--- src/rtl/plrs_pkg.sv ---
package plrs_pkg;

    typedef enum logic [2:0] {
        S_IDLE,
        S_CHECK,
        S_RISE1,
        S_PULSE,
        S_RISE2
    } seq_state_t;

    typedef enum logic [1:0] {
        ERR_NONE     = 2'd0,
        ERR_STUCK    = 2'd1,
        ERR_TO_FIRST = 2'd2,
        ERR_TO_FINAL = 2'd3
    } seq_err_t;

endpackage

--- src/rtl/plrs_init_sync.sv ---
module plrs_init_sync #(
    parameter int STAGES = 2
) (
    input  logic clk,
    input  logic rst_n,
    input  logic async_i,
    output logic level_o,
    output logic rise_o
);
    logic [STAGES-1:0] chain_q;
    logic              prev_q;

    always_ff @(posedge clk or negedge rst_n) begin
        if (!rst_n) begin
            chain_q <= '0;
            prev_q  <= 1'b0;
        end else begin
            chain_q <= {chain_q[STAGES-2:0], async_i};
            prev_q  <= chain_q[STAGES-1];
        end
    end

    assign level_o = chain_q[STAGES-1];
    assign rise_o  = chain_q[STAGES-1] & ~prev_q;

    // an edge report lasts one cycle only
    p_rise_single_r3: assert property (@(posedge clk) disable iff (!rst_n)
        rise_o |=> !rise_o);

endmodule

--- src/rtl/plrs_tick_timer.sv ---
module plrs_tick_timer #(
    parameter int W = 8
) (
    input  logic         clk,
    input  logic         rst_n,
    input  logic         clr,
    input  logic         tick,
    output logic [W-1:0] cnt
);
    always_ff @(posedge clk or negedge rst_n) begin
        if (!rst_n) begin
            cnt <= '0;
        end else if (clr) begin
            cnt <= '0;
        end else if (tick && (cnt != '1)) begin
            cnt <= cnt + 1'b1;
        end
    end

    // every phase change restarts the interval count
    p_timer_clear_r7: assert property (@(posedge clk) disable iff (!rst_n)
        clr |=> (cnt == '0));

    // without a tick the count cannot move
    p_timer_hold_r10: assert property (@(posedge clk) disable iff (!rst_n)
        (!clr && !tick) |=> $stable(cnt));

endmodule

--- src/rtl/pl_reset_seq.sv ---
module pl_reset_seq
    import plrs_pkg::*;
#(
    parameter int POLL_LIMIT      = 100,
    parameter int POLL_GAP_US     = 5,
    parameter int RISE_TIMEOUT_US = 1000000,
    parameter int SYNC_STAGES     = 2
) (
    input  logic       clk,
    input  logic       rst_n,
    input  logic       start_i,
    input  logic       init_i,
    input  logic       us_tick_i,
    output logic       prog_n_o,
    output logic       busy_o,
    output logic       done_o,
    output logic [1:0] err_o,
    output logic       clr_sticky_o
);
    localparam int TMAX = (RISE_TIMEOUT_US > POLL_GAP_US) ? RISE_TIMEOUT_US : POLL_GAP_US;
    localparam int TW   = $clog2(TMAX + 1);
    localparam int PW   = $clog2(POLL_LIMIT + 1);
    localparam logic [TW-1:0] TO_LAST   = TW'(RISE_TIMEOUT_US - 1);
    localparam logic [TW-1:0] GAP_LAST  = TW'(POLL_GAP_US - 1);
    localparam logic [PW-1:0] POLL_LAST = PW'(POLL_LIMIT - 1);
    localparam logic [PW-1:0] POLL_CAP  = PW'(POLL_LIMIT);

    seq_state_t    state_q, state_n;
    seq_err_t      err_q, fin_err;
    logic          done_q, clr_q;
    logic          fin, clr_req, poll_due, start_take;
    logic          init_lvl, init_rise;
    logic          tmr_clr;
    logic [TW-1:0] tmr_cnt;
    logic [PW-1:0] polls_q;

    plrs_init_sync #(.STAGES(SYNC_STAGES)) u_sync (
        .clk     (clk),
        .rst_n   (rst_n),
        .async_i (init_i),
        .level_o (init_lvl),
        .rise_o  (init_rise)
    );

    assign tmr_clr = (state_n != state_q) | poll_due;

    plrs_tick_timer #(.W(TW)) u_timer (
        .clk   (clk),
        .rst_n (rst_n),
        .clr   (tmr_clr),
        .tick  (us_tick_i),
        .cnt   (tmr_cnt)
    );

    // next-state and transition events
    always_comb begin
        state_n    = state_q;
        fin        = 1'b0;
        fin_err    = ERR_NONE;
        clr_req    = 1'b0;
        poll_due   = 1'b0;
        start_take = 1'b0;
        unique case (state_q)
            S_IDLE: begin
                if (start_i) begin
                    start_take = 1'b1;
                    clr_req    = 1'b1;
                    state_n    = S_CHECK;
                end
            end
            S_CHECK: begin
                state_n = init_lvl ? S_PULSE : S_RISE1;
            end
            S_RISE1: begin
                if (init_rise) begin
                    state_n = S_PULSE;
                end else if (us_tick_i && (tmr_cnt == TO_LAST)) begin
                    fin     = 1'b1;
                    fin_err = ERR_TO_FIRST;
                    state_n = S_IDLE;
                end
            end
            S_PULSE: begin
                if (us_tick_i && (tmr_cnt == GAP_LAST)) begin
                    poll_due = 1'b1;
                    if (!init_lvl) begin
                        clr_req = 1'b1;
                        state_n = S_RISE2;
                    end else if (polls_q == POLL_LAST) begin
                        fin     = 1'b1;
                        fin_err = ERR_STUCK;
                        state_n = S_IDLE;
                    end
                end
            end
            S_RISE2: begin
                if (init_rise) begin
                    fin     = 1'b1;
                    fin_err = ERR_NONE;
                    clr_req = 1'b1;
                    state_n = S_IDLE;
                end else if (us_tick_i && (tmr_cnt == TO_LAST)) begin
                    fin     = 1'b1;
                    fin_err = ERR_TO_FINAL;
                    state_n = S_IDLE;
                end
            end
            default: state_n = S_IDLE;
        endcase
    end

    // state register
    always_ff @(posedge clk or negedge rst_n) begin
        if (!rst_n) begin
            state_q <= S_IDLE;
        end else begin
            state_q <= state_n;
        end
    end

    // poll counter, live only in PULSE
    always_ff @(posedge clk or negedge rst_n) begin
        if (!rst_n) begin
            polls_q <= '0;
        end else if (state_q != S_PULSE) begin
            polls_q <= '0;
        end else if (poll_due) begin
            polls_q <= polls_q + 1'b1;
        end
    end

    // outputs
    always_ff @(posedge clk or negedge rst_n) begin
        if (!rst_n) begin
            done_q <= 1'b0;
            clr_q  <= 1'b0;
            err_q  <= ERR_NONE;
        end else begin
            done_q <= fin;
            clr_q  <= clr_req;
            if (start_take) begin
                err_q <= ERR_NONE;
            end else if (fin) begin
                err_q <= fin_err;
            end
        end
    end

    assign prog_n_o     = (state_q != S_PULSE);
    assign busy_o       = (state_q != S_IDLE);
    assign done_o       = done_q;
    assign err_o        = err_q;
    assign clr_sticky_o = clr_q;

    // an accepted start clears the code and requests a sticky clear
    p_start_clears_r2: assert property (@(posedge clk) disable iff (!rst_n)
        (!busy_o && start_i) |=> (busy_o && (err_o == 2'd0) && clr_sticky_o));

    // the program line is released only after INIT was seen low
    p_release_after_low_r4: assert property (@(posedge clk) disable iff (!rst_n)
        ($rose(prog_n_o) && busy_o) |-> !$past(init_lvl));

    // polling never goes past the limit
    p_poll_bound_r5: assert property (@(posedge clk) disable iff (!rst_n)
        (state_q == S_PULSE) |-> (polls_q < POLL_CAP));

    // a successful result comes with a sticky clear
    p_clr_on_success_r8: assert property (@(posedge clk) disable iff (!rst_n)
        (done_o && (err_o == 2'd0)) |-> clr_sticky_o);

    // done is a single-cycle pulse
    p_done_single_r9: assert property (@(posedge clk) disable iff (!rst_n)
        done_o |=> !done_o);

    // the result is held while idle
    p_err_held_r9: assert property (@(posedge clk) disable iff (!rst_n)
        (!busy_o && !start_i) |=> $stable(err_o));

endmodule

--- config.mk ---
export PLATFORM = sky130hd
export DESIGN_NAME = pl_reset_seq
export DESIGN_NICKNAME = d
export VERILOG_FILES = /design/src/rtl/plrs_pkg.sv /design/src/rtl/plrs_init_sync.sv /design/src/rtl/plrs_tick_timer.sv /design/src/rtl/pl_reset_seq.sv
export SDC_FILE = /design/constraint.sdc
export NUM_CORES = 1
export LEC_CHECK = 0
export BUFFER_PORTS_ARGS = -buffer_cell sky130_fd_sc_hd__buf_2
export CORE_UTILIZATION = 61
export CTS_CLUSTER_DIAMETER = 50
export DETAILED_ROUTE_END_ITERATION = 6
export GPL_TIMING_DRIVEN = 0
export PLACE_DENSITY = 0.8
export SYNTH_ARGS = -nofsm -noshare
export SYNTH_HDL_FRONTEND = slang
export SYNTH_SLANG_ARGS = --single-unit
--- constraint.sdc ---
create_clock -name clk -period 3.55 [get_ports clk]
set_input_delay 0.1775 -clock clk [delete_from_list [all_inputs] [get_ports clk]]
set_output_delay 0.1775 -clock clk [all_outputs]
set_load 0.02 [all_outputs]
# --- Word-level counts from Yosys, hierarchy flattened ---
# Index checks and enable logic that the tools add are counted.
# W data, S select, Z words.
op_classes:
  n_addsub: 2
  eq_ne: 10
  n_mux: 38
  bitwise_logic: 3
  reduce_logical: 8
op_table:
  columns: ["op", "count"]
  rows:
  - ["$mux W20", 2]
  - ["$mux W3", 7]
  - ["$add A20 B1 Y20 const B", 1]
  - ["$eq A20 B20 Y1 const B", 1]
  - ["$eq A20 B3 Y1 const B", 1]
  - ["$ne A20 B20 Y1 const B", 1]
  - ["$mux W1", 17]
  - ["$pmux W3 S5", 1]
  - ["$mux W7", 2]
  - ["$mux W2", 6]
  - ["$add A7 B1 Y7 const B", 1]
  - ["$eq A7 B7 Y1 const B", 1]
  - ["$eq A3 B2 Y1 const B", 2]
  - ["$pmux W1 S3", 2]
  - ["$pmux W2 S3", 1]
  - ["$reduce_bool A2 Y1", 3]
  - ["$eq A3 B1 Y1 const B", 1]
  - ["$eq A3 B3 Y1 const B", 1]
  - ["$logic_and A1 B1 Y1", 3]
  - ["$logic_not A3 Y1", 1]
  - ["$ne A3 B2 Y1 const B", 1]
  - ["$ne A3 B3 Y1", 1]
  - ["$reduce_bool A3 Y1", 1]
  - ["$and A1 B1 Y1", 1]
  - ["other kinds (2)", 2]
totals:
  register_bits: 37
  inputBits: 5
  out_inout_bits: 6
  elab_cells: 69

# --- Logic depth before layout (Yosys ltp) ---
logic_depth:
  depth_word: 8
  mapped_depth: 8
  ltp_nobuf: 7

# --- Hierarchy ---
# Synthesis repeated with hierarchy kept, for this count alone.
hier_totals:
  hier_cells: 236
  hier_area_um2: 2237.1
modules_own_cells:
  columns: ["module", "instances", "cells_per_inst", "area_each_um2", "seq_area_each_um2"]
  rows:
  - ["plrs_tick_timer", 1, 128, 1211.2, 500.5]
  - ["pl_reset_seq", 1, 104, 937.1, 350.3]
  - ["plrs_init_sync", 1, 4, 88.8, 75.1]

# --- Worst setup path after synthesis ---
# OpenSTA, ideal clock, no wires.
synth_path:
  kind: "register -> register"
  start: "register u_timer.cnt[11]"
  end: "register u_timer.cnt[6]"
  setup_time_ns: 0.130
  arrival_time_ns: 1.748
  required_ns: 3.420
  path_slack_ns: 1.672
  stages_incl_launch_ff: 8
  n_path_buf: 1
  period_less_slack_ns: 1.878
  cell_sequence: "dfrtp_1 -> nor4_1 -> nand4b_1 -> nor3_4 -> nand2_2 -> o311ai_4 -> buf_6 -> nor3_2"
synth_between:
  elab_chain_cells: 8
  elab_cells_between_ends: 17
  cone_classes: "4 x eq/ne; 8 x mux; 1 x bitwise; 4 x reduce/logical"
synth_rtl:
  columns: ["item", "line_no", "rtl"]
  rows:
  - ["start, declared", "plrs_tick_timer.sv:8", "output logic [W-1:0] cnt"]
  - ["start signal, assigned", "plrs_tick_timer.sv:16", "cnt <= cnt + 1'b1;"]
  - ["$eq A20 B20 Y1", "pl_reset_seq.sv:77, pl_reset_seq.sv:102", null]
  - ["$logic_and A1 B1 Y1", "pl_reset_seq.sv:77, pl_reset_seq.sv:102", null]
  - ["$mux W3", "pl_reset_seq.sv:77, pl_reset_seq.sv:102", null]
  - ["$mux W3, on equally long branches", "pl_reset_seq.sv:97, pl_reset_seq.sv:75", null]
  - ["$pmux W3 S5", "pl_reset_seq.sv:63", "unique case (state_q)"]
  - ["$ne A3 B3 Y1", "pl_reset_seq.sv:45", "assign tmr_clr = (state_n != state_q) | poll_due;"]
  - ["$or A1 B1 Y1", "pl_reset_seq.sv:45", null]
  - ["$mux W20 / $reduce_bool A2 Y1 (equally long branches)", null, null]
# Several ways; a longest one is shown, not always the timed one.
# A chain may end at the register's enable or synchronous reset.

# --- Worst setup path in the final report ---
layout_path:
  start: "register u_timer.cnt[11]"
  end: "register u_timer.cnt[14]"
# The elaborated chain is that of the path after synthesis.

==> impl_metrics.yaml <==
clocking:
  cts_max_level: 2
  cts_made_buffers: 5
  clock_sinks: 37
  cts_setup_buffers: 0
  path_clk_slew_ps: 130
  insertion_delay_ps: 350
  cts_root_buffer: "clkbuf_4"
  clk_path_buf_depth: 2
  cts_tree: "yes"
floorplanning:
  die-height_um: 59.5
  die_x_um: 59.5
  start_util_pct: 64.9
  placementRows: 20
  core-area_um2: 3100
  dieArea_um2: 3540
  io_pins: 11
detailed_routing:
  final_antenna_net_count: 0
  dr.pass1.iters: 4
  routed_via_density: 5.97
  drtIter0Drc: 120
  drc: 0
  wire_per_inst_um: 14.3
  dr_total_vias: 1647
  postRouteWirelength_um: 3950
sta:
  setup_violations: 0
  worst_slew_pin_slew_ps: 786
  min_period_ps: 2170
  hold_violations: 0
  skew_ps: 17.9
  relSlewSlack_pct: 47.6
  slew_violations: 0
  fin_crit_sh_pct: 61.2
  fmax_ghz: 0.460
  finalSetupTns_ps: 0
  postLayoutSetupSlackWorst_ps: 1380
  rsz0062_at_grt: "false"
grt:
  grtUsageMet2_pct: 38.4
  grt_use_met3_pct: 5.02
  grt_use_total_pct: 24.8
  grt_overflow: 0
  grt_max_degree: 38
  grt_pass1_vias: 1518
  use_met1_pct: 33.5
  grt_antenna_before_repair: 0
  top_usage_layer: "met2"
  grt_pass1_wl_um: 6590
place:
  place_ws_ps: 1440
  port_buffers: 10
  placedCellCount: 266
  hpwlAfterDp_um: 2750
  gp_congestion: 0.870
power_and_ir_drop:
  total_power_uw: 1100
  power_density_nw_per_um2: 493
  p_leak_uw: 0.000981
  vdd_drop_max_mv: 0.435
synthesis:
  synthArstFlopShare_pct: 100
  synth_area_leaders: "dfrtp_1, nor2_1, xor2_1, xnor2_1, nand4_1"
  synth_seq_cells: 37
  syn_avg_cell_area_um2: 9.50
  synth_edf_count: 0
  synth_warnings: 0
  ys_types: 46
  yosysSeqAreaShare_pct: 46.0
  synthesis.nets: 220
  syn_inst: 212
  ys.flop_type: "dfrtp_1"
  netlist_area_um2: 2010
  yosys.area.top_type_share_pct: 46.0
  yosys.area.top_type: "dfrtp_1"
cells_and_area:
  drive_gt1_share_pct: 14.7
  area_growth_pct: 10.6
  fin_nets: 239
  diodes: 0
  final_cells: 276
  mostFrequentLayoutCell: "dfrtp_1"
  final_cell_mix: "dfrtp_1, nor2_1, nand2_1"
  finish.utilization_pct: 71.8
worst_setup_path:
  cpPeakStageDelay_ps: 470
  r2r_slack_ps: 1380
  critical_path_required_ps: 3760
  crit_chain: "nor4_1, nand4b_1, nor3_4, nand2_2, o311ai_4, buf_6, a211oi_2"
  start_kind: "flip-flop"
  cp_slowest_cell: "dfrtp_1"
  critical_path.max_fanout: 10
  endpoint_kind: "flip-flop"
  path_class: "reg -> reg"
  r2r_end: "u_timer.cnt[14]$_DFFE_PN0P_"
  r2r-start: "u_timer.cnt[11]$_DFFE_PN0P_"
  reg2reg_depth: 7
  cp_data_arrival_time_ps: 2380
worst_hold_path:
  min_path_cells: 3
  hold-path-endpoint: "state_q[0]$_DFF_PN0_"
  min_path_type: "in -> reg"
  min_from: "start_i"
outcome:
  status: "finished clean"
flow_run:
  maxCapViolCount: 0
[routing by layer]
| layer | routed length [um] | vias to the layer above | part of all wire [%] |
|---|---|---|---|
| li1 | - | 792 | - |
| met1 | 1870 | 806 | 47 |
| met2 | 1870 | 42 | 47 |
| met3 | 173 | 7 | 4.4 |
| met4 | 40 | 0 | 1.0 |
| met5 | 0 | - | 0 |
[power by group]
part           internal, uW  switching, uW  total (uW)
clock                   167            149         316
sequential              460           40.2         500
combinational           103            178         282
[area by class of cell]
| cell class | count | area, um2 |
|---|---|---|
| buffer | 7 | 45.0 |
| clock buffer | 6 | 51.3 |
| clock inverter | 2 | 37.5 |
| fill | 251 | 875 |
| inverter | 8 | 30.0 |
| multi-input combinational | 160 | 1010 |
| sequential | 37 | 926 |
| tap | 44 | 55.1 |
| timing repair buffer | 12 | 70.1 |
[logic make-up after synthesis]
kind of cell             synth area share (%)
AND/OR/NAND/NOR                          28.3
flip-flops                               46.0
AO/OA/AOI/OAI                            10.1
XOR/XNOR                                 9.57
buffers and inverters                    3.73
adder cells (fa/ha/maj)                  1.86
multiplexers                            0.497
[cells in the mapped netlist, types with 2 or more instances]
| cell | n |
|---|---|
| nor3_2 | 2 |
| nand4b_1 | 2 |
| inv_1 | 7 |
| nand2b_1 | 3 |
| ha_1 | 3 |
| xor2_1 | 13 |
| nor4_1 | 3 |
| buf_6 | 2 |
| o22ai_1 | 2 |
| nand2_1 | 18 |
| nor2_1 | 36 |
| nor2_2 | 2 |
| o211ai_1 | 2 |
| nand4_1 | 11 |
| and3_1 | 3 |
| o21ai_0 | 2 |
| a21oi_1 | 5 |
| nand3_1 | 9 |
| and4_1 | 5 |
| a211oi_1 | 2 |
| a41oi_1 | 2 |
| nor3_1 | 7 |
| dfrtp_1 | 37 |
| buf_2 | 3 |
| xnor2_1 | 9 |
| clkbuf_1 | 2 |
[worst max-delay path, delay by kind of cell, from the launching register on]
kind                   cells  cell delay, ps
DFF                        1             470
AOI/OAI and AO/OA          2             330
and+or+nand+nor            4            1040
buffers and inverters      1             200
[worst max-delay path by stage]
stage	start	slack, ps	to	depth (start not counted)
6_report	u_timer.cnt[11]$_DFFE_PN0P_	1380	u_timer.cnt[14]$_DFFE_PN0P_	7
5_1_grt	state_q[0]$_DFF_PN0_	1230	prog_n_o	5
4_1_cts	u_timer.cnt[11]$_DFFE_PN0P_	1420	u_timer.cnt[14]$_DFFE_PN0P_	7
3_5_place_dp	u_timer.cnt[11]$_DFFE_PN0P_	1440	u_timer.cnt[14]$_DFFE_PN0P_	7
3_3_place_gp	u_timer.cnt[11]$_DFFE_PN0P_	1460	u_timer.cnt[6]$_DFFE_PN0P_	7
2_1_floorplan	u_timer.cnt[11]$_DFFE_PN0P_	1670	u_timer.cnt[6]$_DFFE_PN0P_	7
[flip-flops by register name, summed over array words and instances, names as in the netlist]
| register | flops |
|---|---|
| u_timer.cnt | 20 |
| polls_q | 7 |
| state_q | 3 |
| err_o | 2 |
| u_sync.chain_q | 2 |
| clr_sticky_o | 1 |
| done_o | 1 |
| u_sync.prev_q | 1 |
[stage by stage]
stage                     cell area [um2]  hold slack [ps]
after CTS                            2230              219
after floorplan                      2010             -118
after global routing                 2230              258
after detailed placement             2120              287
after global placement               2120              286
final                                2230              231
[repair_timing]
item                                    CTS  global route
endpoints found under the hold margin    38             0
gates resized for setup                   0             0
endpoints found under the setup margin    0             0
hold buffers                              2             0
Note: power is estimated with default switching activity, not from simulation.
